--- src/rtl/ewg_pkg.sv ---
package ewg_pkg;

    // Operation the control logic requests from the counter each cycle.
    typedef enum logic [1:0] {
        OP_IDLE = 2'd0,  // not armed yet: keep value
        OP_LOAD = 2'd1,  // frame start: load negated latency
        OP_STEP = 2'd2,  // pixel present: advance
        OP_HOLD = 2'd3   // row overhead: freeze
    } cnt_op_e;

endpackage

--- src/rtl/ewg_ctrl.sv ---
module ewg_ctrl
    import ewg_pkg::*;
(
    input  logic    armed,
    input  logic    frame_start,
    input  logic    row_ovh,
    output cnt_op_e op,
    output logic    upd
);

    // Purely combinational so the gate tracks row overhead in the same cycle.
    always_comb begin
        upd = armed & ~row_ovh & ~frame_start;
        if (frame_start) begin
            op = OP_LOAD;
        end else if (!armed) begin
            op = OP_IDLE;
        end else if (row_ovh) begin
            op = OP_HOLD;
        end else begin
            op = OP_STEP;
        end
    end

endmodule

--- src/rtl/ewg_counter.sv ---
module ewg_counter
    import ewg_pkg::*;
#(
    parameter int CW = 16
) (
    input  logic          clk,
    input  logic          rst_n,
    input  cnt_op_e       op,
    input  logic [CW-1:0] lat_off,
    output logic [CW-1:0] cnt,
    output logic          armed
);

    localparam logic [CW-1:0] ONE = {{(CW-1){1'b0}}, 1'b1};

    typedef struct packed {
        logic          armed;
        logic [CW-1:0] cnt;
    } st_t;

    st_t st_d, st_q;

    always_comb begin
        st_d = st_q;
        unique case (op)
            OP_LOAD: begin
                st_d.armed = 1'b1;
                st_d.cnt   = '0 - lat_off;
            end
            OP_STEP: st_d.cnt = st_q.cnt + ONE;
            default: ;
        endcase
    end

    always_ff @(posedge clk) begin
        if (!rst_n) begin
            st_q <= '0;
        end else begin
            st_q <= st_d;
        end
    end

    assign cnt   = st_q.cnt;
    assign armed = st_q.armed;

endmodule

--- src/rtl/ewg_wgate.sv ---
module ewg_wgate #(
    parameter int CW       = 16,
    parameter int GRP_LOG2 = 2,
    parameter bit WR_GRP   = 1'b1
) (
    input  logic                upd,
    input  logic [CW-1:0]       cnt,
    output logic                quant_en,
    output logic                enc_en,
    output logic                buf_wr_en,
    output logic [GRP_LOG2-1:0] lane
);

    logic nonneg;
    logic wr_phase;

    always_comb begin
        nonneg    = ~cnt[CW-1];
        wr_phase  = (cnt[GRP_LOG2] == WR_GRP);
        quant_en  = upd;
        enc_en    = upd;
        buf_wr_en = upd & nonneg & wr_phase;
        lane      = cnt[GRP_LOG2-1:0];
    end

endmodule

--- src/rtl/enc_wr_gate.sv ---
module enc_wr_gate
    import ewg_pkg::*;
#(
    parameter int CW       = 16,
    parameter int GRP_LOG2 = 2,
    parameter bit WR_GRP   = 1'b1
) (
    input  logic                clk,
    input  logic                rst_n,
    input  logic                frame_start,
    input  logic                row_ovh,
    input  logic [CW-1:0]       lat_off,
    output logic                upd,
    output logic                quant_en,
    output logic                enc_en,
    output logic                buf_wr_en,
    output logic [CW-1:0]       px_cnt,
    output logic [GRP_LOG2-1:0] lane
);

    cnt_op_e op_w;
    logic    armed_w;
    logic    upd_w;

    ewg_ctrl u_ctrl (
        .armed       (armed_w),
        .frame_start (frame_start),
        .row_ovh     (row_ovh),
        .op          (op_w),
        .upd         (upd_w)
    );

    ewg_counter #(.CW(CW)) u_cnt (
        .clk     (clk),
        .rst_n   (rst_n),
        .op      (op_w),
        .lat_off (lat_off),
        .cnt     (px_cnt),
        .armed   (armed_w)
    );

    ewg_wgate #(.CW(CW), .GRP_LOG2(GRP_LOG2), .WR_GRP(WR_GRP)) u_gate (
        .upd       (upd_w),
        .cnt       (px_cnt),
        .quant_en  (quant_en),
        .enc_en    (enc_en),
        .buf_wr_en (buf_wr_en),
        .lane      (lane)
    );

    assign upd = upd_w;

endmodule

--- config.mk ---
export PLATFORM = sky130hd
export DESIGN_NAME = enc_wr_gate
export DESIGN_NICKNAME = d
export VERILOG_FILES = /design/src/rtl/ewg_pkg.sv /design/src/rtl/ewg_ctrl.sv /design/src/rtl/ewg_counter.sv /design/src/rtl/ewg_wgate.sv /design/src/rtl/enc_wr_gate.sv
export SDC_FILE = /design/constraint.sdc
export NUM_CORES = 1
export LEC_CHECK = 0
export ABC_CLOCK_PERIOD_IN_PS = 1680
export BUFFER_PORTS_ARGS = -buffer_cell sky130_fd_sc_hd__buf_2
export CORE_MARGIN = 5
export CORE_UTILIZATION = 46
export CTS_CLUSTER_SIZE = 16
export DETAILED_ROUTE_END_ITERATION = 8
export GPL_ROUTABILITY_DRIVEN = 0
export GPL_TIMING_DRIVEN = 0
export HOLD_SLACK_MARGIN = 0.12
export PLACE_DENSITY = 0.76
export SLEW_MARGIN = 25
export SYNTH_ARGS = -nofsm -noshare
export SYNTH_HDL_FRONTEND = slang
export SYNTH_SLANG_ARGS = --single-unit
--- constraint.sdc ---
create_clock -name clk -period 1.68 [get_ports clk]
set_input_delay 0.336 -clock clk [delete_from_list [all_inputs] [get_ports clk]]
set_output_delay 0.336 -clock clk [all_outputs]
set_load 0.02 [all_outputs]
## Yosys cells after proc, flatten, opt, wreduce, memory -nomap -nowiden

Index checks and enable logic that the tools add are counted.

| cells by class | value |
|---|---|
| reductions and logical operators | 1 |
| bitwise gates (word level) | 7 |
| multiplexer cells | 4 |
| equal/unequal tests | 2 |
| add/subtract/negate cells | 2 |

Operators by type and width:

| kind | number |
|---|---|
| $pmux W16 S2 | 1 |
| $add A16 B1 Y16 const B | 1 |
| $sub A1 B16 Y16 const A | 1 |
| $and A1 B1 Y1 | 4 |
| $mux W2 | 2 |
| $not A1 Y1 | 3 |
| $eq A2 B1 Y1 const B | 1 |
| $eq A2 B2 Y1 const B | 1 |
| $reduce_bool A2 Y1 | 1 |
| $mux W1 | 1 |

| word-level totals | value |
|---|---|
| input bits | 20 |
| bits in registers | 17 |
| output and inout port bits | 22 |

## Depth between registers and ports, before layout

Gate-level depths: netlist (run 1).

| depth | value |
|---|---|
| depth after elaboration | 5 |
| gate-level depth with buffers | 9 |
| gate-level depth less buffers | 8 |

## Modules after synthesis

From an unflattened synthesis (run 1), not the netlist that was laid out.

| second synthesis, totals | value |
|---|---|
| cells, all modules | 189 |
| area total of the unflattened synthesis | 1462.7 µm² |

Modules (own cells, without submodules):

| module | area an instance (µm²) | times used | cells an instance |
|---|---|---|---|
| ewg_counter | 1397.6 | 1 | 181 |
| ewg_wgate | 38.8 | 1 | 5 |
| ewg_ctrl | 26.3 | 1 | 3 |

## Worst setup path before layout (run 1)

Ideal clock, no wire load.

| path | value |
|---|---|
| path kind | flip-flop to flip-flop |
| start | register u_cnt.st_q (netlist bit u_cnt.cnt[0]) |
| end | register u_cnt.st_q (netlist bit u_cnt.cnt[14]) |
| period minus slack after synthesis | 1797 ps |
| buffers on the path | 0 |
| library setup time | 116 ps |
| stages on the path, launching flop included | 7 |
| setup slack | -117 ps |
| data arrival time | 1681 ps |
| cells stage by stage | dfxtp_1 -> ha_1 -> nand4_1 -> nor3_1 -> and3_1 -> o22ai_1 -> a31o_1 |

| on the way | value |
|---|---|
| cells in the longest elaborated chain, start to end | 2 |

Ends and longest elaborated chain:

| what | line | text |
|---|---|---|
| from (decl) | ewg_counter.sv:21 | `st_t st_d, st_q;` |
| from (signal assigned) | ewg_counter.sv:39 | `st_q <= st_d;` |
| $add A16 B1 Y16 | ewg_counter.sv:30 | `OP_STEP: st_d.cnt = st_q.cnt + ONE;` |
| $pmux W16 S2 | ewg_counter.sv:25 | `unique case (op)` |

No other way between the ends.
A chain may end at the register's enable or synchronous reset.

## Worst setup path after layout (run 1)

| path | value |
|---|---|
| start | register u_cnt.st_q (netlist bit u_cnt.cnt[2]) |
| end | output buf_wr_en |

| on the way | value |
|---|---|
| cells in the longest elaborated chain, start to end | 1 |

Ends and longest elaborated chain:

| what | line | text |
|---|---|---|
| $and A1 B1 Y1 | ewg_wgate.sv:22 | `buf_wr_en = upd & nonneg & wr_phase;` |
| to (decl) | enc_wr_gate.sv:16 | `output logic buf_wr_en,` |

No other way between the ends.

==> results of run 1 <==
==> path summary, 6_finish.rpt <==
kind / startpoint / endpoint / slack [ns] / depth (start not counted)
max reg2reg: u_cnt.cnt[7] / u_cnt.cnt[15] / -0.06 / 7
max: u_cnt.cnt[2] / buf_wr_en / -0.08 / 3
min: lat_off[9] / u_cnt.cnt[9] / 0.34 / 3
min reg2reg: u_cnt.cnt[3] / u_cnt.cnt[3] / 0.53 / 2
==> flip-flops by register name, summed over array words and instances, names as in the netlist <==
register / flops
u_cnt.cnt: 16
u_cnt.armed: 1
==> timing repair <==
action / in CTS / in global routing
gates cloned: 0 / 2
endpoints found under the setup margin: 16 / 15
gates resized for setup: 29 / 42
setup buffers: 3 / 16
pin swaps: 5 / 17
==> power by group through the flow <==
stage / sequential, W / combinational, W / clock [W]
global route: 0.000521 / 0.000583 / 0.000261
floorplan: 0.000549 / 0.000206 / 0
global placement: 0.000507 / 0.000381 / 0
CTS: 0.000499 / 0.000428 / 0.000242
finish: 0.000514 / 0.000545 / 0.000250
detailed placement: 0.000506 / 0.000388 / 0
==> per-layer routing <==
metal	vias to the layer above	global-route usage, %
li1	787	-
met1	803	23.45
met2	101	34.01
met3	21	2.487
met4	0	9.870
met5	-	0
==> per-stage QoR <==
stage	hold WS (ns)	cell area [µm²]	TNS, ns	power, W
CTS	0.3478	1744	-0.002192	0.001168
floorplan	0.4617	1344	-0.05947	0.0007551
global route	0.3687	2062	-1.084	0.001365
detailed placement	0.4935	1588	-4.558	0.0008938
finish	0.3422	2062	-0.2036	0.001309
global placement	0.4809	1588	-4.419	0.0008873
==> cells in the final DEF, fill, tap and decap left out, types with 2 or more instances in the layout <==
master | synthesis | layout
nand3b_1 | 2 | 2
nor3_1 | 5 | 2
nor2_1 | 20 | 17
a31oi_1 | 3 | 3
nand3_2 | 0 | 4
nor4_4 | 0 | 3
dfxtp_2 | 0 | 2
nor2_4 | 0 | 2
nand2_1 | 18 | 18
buf_4 | 4 | 22
nand3_1 | 8 | 4
and3_1 | 2 | 2
xnor2_1 | 3 | 3
mux2i_1 | 3 | 3
buf_2 | 2 | 44
a211oi_2 | 0 | 2
nand2b_4 | 1 | 2
inv_6 | 0 | 2
a21oi_1 | 13 | 11
xor2_1 | 7 | 7
o21ai_0 | 9 | 7
buf_6 | 0 | 2
nand4b_1 | 2 | 2
clkbuf_4 | 0 | 4
o211ai_1 | 3 | 3
buf_8 | 0 | 4
inv_1 | 8 | 5
o22ai_1 | 2 | 2
nand4_1 | 3 | 3
ha_4 | 0 | 3
o21ai_1 | 0 | 2
nor3_2 | 0 | 2
a21oi_2 | 0 | 2
dfxtp_1 | 17 | 12
dfxtp_4 | 0 | 3
==> cell families after synthesis <==
group | count (synthesis)
XOR/XNOR | 10
flip-flops | 17
AO/OA/AOI/OAI | 50
adder cells (fa/ha/maj) | 4
AND/OR/NAND/NOR | 73
multiplexers | 3
buffers and inverters | 22
==> critical path, delay by kind of cell (launching register included) <==
family                 cells  cell delay [ns]
DFF                        1             0.40
buffers and inverters      2             0.33
and+or+nand+nor            1             0.38
==> cell type report <==
cell class	count	area [µm²]
inverters	9	43.79
flip-flops and latches	17	354.1
clock buffers	4	26.28
plain buffers	13	130.1
multi-input cells	140	1079
repair buffers	62	390.4
fillers	196	695.7
well taps	31	38.79
==> out/summary.txt, run 1 <==
met3 wire len - 423 µm
Clock Tree Root - clkbuf_4
actual slew at the worst max-slew pin - 0.4030 ns
total number of vias - 1,712
Compound-Gate Fraction of Synth Area - 25.45%
crit-path cells - inv_1 -> nor4_1 -> buf_2
fin. max-slew vios - 0
drt wl/cell - 18.63 µm
hpwl dp - 2821 µm
Core Footprint - 0.002758 mm²
crit path DAT - 1.43 ns
CTS tree - yes
Initial Utilization - 48.14%
DR pass1 iterations - 5
DRT iter0 DRCs - 95
Synth area leader - dfxtp_1
routed length on met2 - 2643 µm
final hold viol count - 0
post-synthesis mux area share - 2.262%
RSZ-0062 raised after global routing - yes
asr flop ratio synth - 0%
Overflow after GRT - 0
Synth top area share - 25.64%
Synth Flop Type - dfxtp_1
sw frac - 39.96%
DRC Markers - 0
Int Power - 0.0007860 W
Setup WS pre-CTS - -0.4219 ns
Power per Cell Area - 634.9 mW/mm²
Clock Skew - 0.004783 ns
Setup crit start kind - flip-flop
placed cells - 251
GR Util All Layers - 19.60%
Die ar. - 0.004060 mm²
antenna violations before repair - 0
Die Height - 63.72 µm
sequential fraction of design power - 39.2%
Comb pwr share - 41.7%
antenna fix cells - 0
Final min period - 1.764 ns
Final #Nets - 270
top-count cell post-synth - nor2_1
Synth cell types - 50
Final Non-Filler Cells - 276
Post-Synth Adder-Cell Area - 3.770%
max_cap viols - 0
Synth Net Count - 203
Layout area overhead - 55.33%
critical path class - reg2out
number of warnings issued by yosys - 0
clock share of power - 19.1%
share of layout cells above drive strength 1 - 48.16%
Port Buffer Count - 41
syn avg cell area - 7.416 µm²
Synth top cells by count - nor2_1 (20), nand2_1 (18), dfxtp_1 (17)
slowest cell on the critical path - dfxtp_2
CP max stage delay - 0.40 ns
Slew HR - 72.93%
failing checks - setup timing
final worst-path setup slack - -0.08447 ns
FF+latch count, synth - 17
clk slew on worst S/H paths - 0.11 ns
HP Class - in2reg
Routed Antenna Nets - 0
Post-synth EDFFs - 0
largest net degree at the start of global routing - 11
Highest Signal Layer - met4
I/O pin total - 42
CTS sink count - 17
Longest Clk Path Bufs - 2
simple-gate share of the synthesized area - 28.65%
IR drop worst, VDD - 0.0005883 V
Final setup viols - 5
Fmax - 0.5667 GHz
Setup crit end kind - primary output
worst skew pair latency - 0.32 ns
status - finished, violations left
WP data required - 1.34 ns
final cycle utilization of the critical path - 105.0%
H-tree depth - 1
first-pass GRT wire length - 6451 µm
routed vias/inst - 6.203
final design utilization - 74.77%
row count - 19
largest cells by area after synthesis - dfxtp_1 (26%), nor2_1 (5.7%), nand2_1 (5.1%)
Post-Route M1 WL - 1908 µm
total CTS buffers - 3
Synth Area in XOR/XNOR - 6.598%
Psw - 0.0005232 W
vias in the first global route - 1,444
Lkg Pwr - 0.9281 nW
DIE WIDTH - 63.72 µm
Seq/Total Area, Yosys - 25.64%
Mapped Area - 0.001328 mm²
Routed WL - 5141 µm
largest family of logic cells by synthesized area - simple AND/OR/NAND/NOR gates
Post-Syn Instances - 179
# hold bufs at CTS - 0
CP max FO - 6
Power figures use the tool's default switching activity.
==> run 2: changes to the inputs <==
--- a/config.mk
+++ b/config.mk
@@ -8,14 +8,16 @@
 export ABC_CLOCK_PERIOD_IN_PS = 1680
 export BUFFER_PORTS_ARGS = -buffer_cell sky130_fd_sc_hd__buf_2
 export CORE_MARGIN = 5
-export CORE_UTILIZATION = 46
+export CORE_UTILIZATION = 49
+export CTS_BUF_LIST = sky130_fd_sc_hd__clkbuf_4
 export CTS_CLUSTER_SIZE = 16
 export DETAILED_ROUTE_END_ITERATION = 8
 export GPL_ROUTABILITY_DRIVEN = 0
 export GPL_TIMING_DRIVEN = 0
 export HOLD_SLACK_MARGIN = 0.12
-export PLACE_DENSITY = 0.76
+export PLACE_DENSITY = 0.79
 export SLEW_MARGIN = 25
 export SYNTH_ARGS = -nofsm -noshare
 export SYNTH_HDL_FRONTEND = slang
+export SYNTH_HIERARCHICAL = 1
 export SYNTH_SLANG_ARGS = --single-unit
==> run 2 against run 1 <==
  * The flow still finishes with violations (setup timing)
  * Utilization fell by 1.8 points
  * Register-to-register slack got worse by 0.03 ns
  * First-iteration DRC count rose by 75%
  * Design area fell by 0.73%
  * Critical path type is now reg2reg
  * Critical endpoint is now u_cnt/cnt[5]
  * Largest cell class unchanged
  * Highest routed layer unchanged
==> out/summary.txt, run 2 <==
status - finished, violations left
failing checks - setup timing
GR Util All Layers - 20.46% (+0.86 points)
RSZ-0062 raised after global routing - yes
Post-synth EDFFs - 0 (unchanged)
most frequent cells in the layout - buf_2 (41), nand2_1 (15), dfxtp_1 (11), nand3_1 (10), nor2_1 (10)
final worst-path setup slack - -0.08633 ns (-0.001862 ns)
FF+latch count, synth - 17 (unchanged)
Initial Utilization - 52.14% (+4.0 points)
share of layout cells above drive strength 1 - 42.68% (-5.5 points)
row count - 19 (unchanged)
Post-Syn Instances - 189 (+5.6%)
total number of vias - 1,719 (+0.41%)
clk slew on worst S/H paths - 0.11 ns (about the same)
first-pass GRT wire length - 6962 µm (+7.9%)
number of warnings issued by yosys - 6 (+6)
asr flop ratio synth - 0% (unchanged)
CTS sink count - 17 (unchanged)
post-synthesis mux area share - 4.277% (+2.0 points)
largest net degree at the start of global routing - 11 (unchanged)
CTS tree - yes
Die Height - 64.64 µm (+1.4%)
DR pass1 iterations - 4 (-1)
Slew HR - 56.35% (-17 points)
antenna violations before repair - 0 (unchanged)
Longest Clk Path Bufs - 2 (unchanged)
Clock Tree Root - clkbuf_4
max reg flops - 16 (unchanged)
Synth Flop Type - dfxtp_1
final hold viol count - 0 (unchanged)
Post-Synth Adder-Cell Area - 3.422% (-0.35 points)
Synth top area share - 23.27% (-2.4 points)
antenna fix cells - 0 (unchanged)
routed vias/inst - 6.367 (+2.6%)
largest family of logic cells by synthesized area - simple AND/OR/NAND/NOR gates
vias in the first global route - 1,505 (+4.2%)
Die ar. - 0.004178 mm² (+2.9%)
Setup crit start kind - flip-flop
Compound-Gate Fraction of Synth Area - 23.78% (-1.7 points)
Mapped Area - 0.001463 mm² (+10%)
final design utilization - 72.97% (-1.8 points)
Routed WL - 4919 µm (-4.3%)
DRC Markers - 0 (unchanged)
max_cap viols - 0 (unchanged)
Synth Net Count - 213 (+4.9%)
# hold bufs at CTS - 0 (unchanged)
Core Footprint - 0.002805 mm² (+1.7%)
fin area - 0.002047 mm² (-0.73%)
Routed Antenna Nets - 0 (unchanged)
Final min period - 1.766 ns (+0.001862 ns)
CP max FO - 5 (-1)
Seq/Total Area, Yosys - 23.27% (-2.4 points)
WP data required - 1.83 ns (+0.49 ns)
critical path class - reg2reg
fin. max-slew vios - 0 (unchanged)
Setup crit end kind - flip-flop
DIE WIDTH - 64.64 µm (+1.4%)
placed cells - 261 (+4.0%)
H-tree depth - 1 (unchanged)
Synth Area in XOR/XNOR - 4.790% (-1.8 points)
drt wl/cell - 18.22 µm (-2.2%)
Fmax - 0.5661 GHz (-0.11%)
worst skew pair latency - 0.29 ns (-0.03 ns)
IR drop worst, VDD - 0.0002644 V (-55%)
Power per Cell Area - 636.4 mW/mm² (+0.22%)
DRT iter0 DRCs - 166 (+75%)
most common cell after layout, fill and taps aside - buf_2
HP Class - in2reg
dpl cell area - 0.001732 mm² (+9.1%)
Synth cell types - 51 (+2.0%)
Layout area overhead - 39.95%
hpwl dp - 3101 µm (+10%)
actual slew at the worst max-slew pin - 0.6548 ns (+0.2518 ns)
I/O pin total - 42 (unchanged)
final cycle utilization of the critical path - 105.1% (+0.11 points)
Port Buffer Count - 41 (unchanged)
Final Non-Filler Cells - 270 (-2.2%)
crit path DAT - 1.92 ns (+0.49 ns)
Clock Skew - 0.003830 ns (-0.0009531 ns)
Lkg Pwr - 0.7933 nW (-15%)
largest cells by area after synthesis - dfxtp_1 (23%), nand3_1 (4.1%), nand2_1 (3.8%)
Final setup viols - 9 (+4)
syn avg cell area - 7.739 µm² (+4.3%)
total CTS buffers - 3 (unchanged)
Synth top cells by count - dfxtp_1 (17), nand2_1 (15), nand3_1 (12)
Final #Nets - 264 (-2.2%)
top-count cell post-synth - dfxtp_1
Setup WS pre-CTS - -0.3549 ns (+0.06695 ns)
Synth area leader - dfxtp_1
Overflow after GRT - 0 (unchanged)
simple-gate share of the synthesized area - 33.19% (+4.5 points)
run 2: cell count changes after synthesis, sizes merged, moves of 4 or more:
cell   delta
xor2      -5
nor3b     +5
nor2      -9
nand3     +4
and4      +4
run 2: report_power, final:
group          switching (W)  internal (W)
registers          0.0000785      0.000449
logic               0.000299      0.000232
clock network       0.000136      0.000108
run 2: final timing paths:
kind,end,slack [ns],startpoint,depth (start not counted)
min reg2reg,u_cnt/armed,0.52,u_cnt/armed,2
max reg2reg,u_cnt/cnt[5],-0.09,u_cnt/armed,7
max,u_cnt/cnt[5],-0.09,u_cnt/armed,7
min,u_cnt/cnt[14],0.39,lat_off[14],3
run 2: what timing repair did:
item                       4_1_cts  5_1_grt
pin swaps                        7       14
setup endpoints to repair       16       15
buffers inserted                 6        1
resized for setup               19       43
cloned                           0        1
run 2: metal layers:
| layer | track usage [%] | vias up | part of all wire [%] |
|---|---|---|---|
| li1 | - | 830 | - |
| met1 | 28.33 | 771 | 39 |
| met2 | 34.28 | 108 | 48 |
| met3 | 1.209 | 10 | 11 |
| met4 | 6.069 | 0 | 1.2 |
| met5 | 0 | - | 0 |
run 2: worst max-delay path: stages (launching register included):
cell and delay, ns:
dfxtp_2 0.37, a21o_1 0.14, inv_2 0.05, ha_4 0.24, nand2b_2 0.23, o31ai_1 0.32, o31a_1 0.23, a211oi_2 0.05
run 2: through the flow:
| stage | hold WS (ns) | TNS [ns] | total power (W) |
|---|---|---|---|
| 2_1_floorplan | 0.4644 | -0.001214 | 0.0007720 |
| 3_3_place_gp | 0.4900 | -3.807 | 0.0009184 |
| 3_5_place_dp | 0.5111 | -4.164 | 0.0009256 |
| 4_1_cts | 0.3758 | -0.2491 | 0.001209 |
| 5_1_grt | 0.4058 | -1.313 | 0.001369 |
| 6_report | 0.3924 | -0.3976 | 0.001303 |
run 2: area by class of cell:
cell class | count | area [µm²]
Inverter | 11 | 55.05
Buffer | 10 | 90.09
Tap cell | 31 | 38.79
Timing Repair inverter | 1 | 8.758
Sequential cell | 17 | 352.8
Fill cell | 233 | 758.2
Timing Repair Buffer | 48 | 294.0
Clock buffer | 4 | 30.03
Multi-Input combinational cell | 148 | 1177
run 2: cell families (layout without fill, tap and decap cells):
group,count (synthesis),count (layout)
AOI/OAI and AO/OA,49,49
and+or+nand+nor,81,81
xor gates and xnor gates,8,8
DFF,17,17
muxes,6,6
adders and majority gates,4,4
buffers and inverters,24,74
==> run 3: changes to the inputs <==
--- a/config.mk
+++ b/config.mk
@@ -7,7 +7,8 @@
 export LEC_CHECK = 0
 export ABC_CLOCK_PERIOD_IN_PS = 1680
 export BUFFER_PORTS_ARGS = -buffer_cell sky130_fd_sc_hd__buf_2
-export CORE_MARGIN = 5
+export CAP_MARGIN = 10
+export CORE_MARGIN = 4
 export CORE_UTILIZATION = 49
 export CTS_BUF_LIST = sky130_fd_sc_hd__clkbuf_4
 export CTS_CLUSTER_SIZE = 16
==> run 3 against run 2 <==
  * The flow still finishes with violations (setup timing)
  * Largest power group unchanged
  * Global-route usage up 1.8 points
  * Via count up 4.1%
  * First-iteration DRC count down 41%
  * Highest routed layer unchanged
==> out/summary.txt, run 3 (same netlist as run 2, synthesis figures left out) <==
max reg flops - 16 (unchanged)
worst skew pair latency - 0.30 ns (about the same)
final cycle utilization of the critical path - 103.1% (-2.1 points)
most common cell after layout, fill and taps aside - buf_2
Port Buffer Count - 41 (unchanged)
most frequent cells in the layout - buf_2 (41), nand2_1 (14), buf_4 (13)
I/O pin total - 42 (unchanged)
HP Class - in2reg
final worst-path setup slack - -0.05165 ns (+0.03468 ns)
clk slew on worst S/H paths - 0.11 ns (about the same)
Final #Nets - 268 (+1.5%)
failing checks - setup timing
Setup crit end kind - flip-flop
Initial Utilization - 52.14% (unchanged)
# hold bufs at CTS - 0 (unchanged)
Overflow after GRT - 0 (unchanged)
FF/Latch Area - 354.1 µm² (+0.35%)
row count - 19 (unchanged)
CTS sink count - 17 (unchanged)
H-tree depth - 1 (unchanged)
Die ar. - 0.003923 mm² (-6.1%)
routed vias/inst - 6.529 (+2.6%)
drt wl/cell - 17.26 µm (-5.2%)
Final min period - 1.732 ns (-0.03468 ns)
GR Util All Layers - 22.28% (+1.8 points)
reg-to-reg startpoint - u_cnt/armed
Worst Setup SP - u_cnt/armed
Filler Cell Count - 229 (-1.7%)
Routed Antenna Nets - 0 (unchanged)
Fmax - 0.5775 GHz (+2.0%)
Layout area overhead - 43.37%
fin. max-slew vios - 0 (unchanged)
multi-input combinational cell area - 0.001205 mm² (+2.3%)
Lkg Pwr - 0.8185 nW (+3.2%)
DR pass1 iterations - 5 (+1)
CP max FO - 8 (+3)
Clock Skew - 0.004071 ns (+0.0002408 ns)
share of layout cells above drive strength 1 - 45.68% (+3.0 points)
status - finished, violations left
DRT iter0 DRCs - 98 (-41%)
DRC Markers - 0 (unchanged)
actual slew at the worst max-slew pin - 0.6651 ns (+0.01029 ns)
Final setup viols - 3 (-6)
Die Height - 62.64 µm (-3.1%)
max_cap viols - 0 (unchanged)
total CTS buffers - 3 (unchanged)
antenna fix cells - 0 (unchanged)
RSZ-0062 raised after global routing - yes
placed cells - 261 (unchanged)
CTS tree - yes
Hold Crit Start - lat_off[14]
total number of vias - 1,789 (+4.1%)
Longest Clk Path Bufs - 2 (unchanged)
crit path DAT - 1.98 ns (+0.06 ns)
Final Non-Filler Cells - 274 (+1.5%)
DIE WIDTH - 62.64 µm (-3.1%)
Setup WS pre-CTS - -0.3577 ns (-0.002781 ns)
IR drop worst, VDD - 0.0003660 V (+38%)
first-pass GRT wire length - 7148 µm (+2.7%)
Slew HR - 55.66% (-0.69 points)
vias in the first global route - 1,576 (+4.7%)
Core Footprint - 0.002805 mm² (unchanged)
final hold viol count - 0 (unchanged)
Clock Tree Root - clkbuf_4
hpwl dp - 3078 µm (-0.74%)
Setup crit start kind - flip-flop
Power per Cell Area - 630.3 mW/mm² (-0.96%)
WP data required - 1.93 ns (+0.10 ns)
Routed WL - 4730 µm (-3.8%)
antenna violations before repair - 0 (unchanged)
largest net degree at the start of global routing - 11 (unchanged)
critical path class - reg2reg
-- run 3: final timing paths --
path | end | slack [ns] | cells after the start
min reg2reg | u_cnt/armed | 0.50 | 2
min | u_cnt/cnt[14] | 0.37 | 3
max | u_cnt/cnt[15] | -0.05 | 9
max reg2reg | u_cnt/cnt[15] | -0.05 | 9
-- run 3: metal layers --
| layer | track usage [%] | routed length, µm | vias up | part of all wire [%] |
|---|---|---|---|---|
| li1 | - | - | 834 | - |
| met1 | 27.61 | 1865 | 820 | 39 |
| met4 | 11.02 | 106 | 0 | 2.2 |
| met5 | 0 | 0 | - | 0 |
| met3 | 3.597 | 521 | 14 | 11 |
| met2 | 37.15 | 2236 | 121 | 47 |
-- run 3: repair_timing --
action	4_1_cts	5_1_grt
pin swaps	10	10
setup endpoints to repair	16	14
buffers inserted	10	2
resized for setup	31	32
-- run 3: stage by stage --
| stage | total power, W | TNS, ns | util, % | hold slack (ns) | instance area, µm² |
|---|---|---|---|---|---|
| final | 0.001322 | -0.07536 | 74.75 | 0.3652 | 2097 |
| after global routing | 0.001393 | -0.6287 | 74.75 | 0.3821 | 2097 |
| after CTS | 0.001262 | -0.08612 | 69.54 | 0.3568 | 1951 |
| after detailed placement | 0.0009236 | -4.105 | 61.73 | 0.4965 | 1732 |
| after global placement | 0.0009176 | -3.812 | 61.73 | 0.4895 | 1732 |
| after floorplan | 0.0007720 | -0.001214 | - | 0.4644 | 1488 |
-- run 3: layout make-up --
| cell class | instances | share of cell area [%] |
|---|---|---|
| multi-input cells | 148 | 57.46 |
| flip-flops and latches | 17 | 16.89 |
| repair buffers | 53 | 15.45 |
| plain buffers | 10 | 4.296 |
| inverters | 11 | 2.625 |
| well taps | 31 | 1.850 |
| clock buffers | 4 | 1.432 |
-- run 3: report_power, final --
part | switching (W) | internal, W
Sequential | 0.0000773 | 0.000450
Clock | 0.000140 | 0.000109
Combinational | 0.000299 | 0.000247
Total | 0.000517 | 0.000805
-- run 3: critical path, cell delays in order, from the launching register on --
cell	delay, ns
dfxtp_2	0.36
a21o_1	0.14
inv_2	0.05
ha_4	0.28
buf_8	0.13
buf_12	0.11
clkinv_8	0.06
mux2_4	0.25
mux2i_1	0.16
o31a_1	0.14
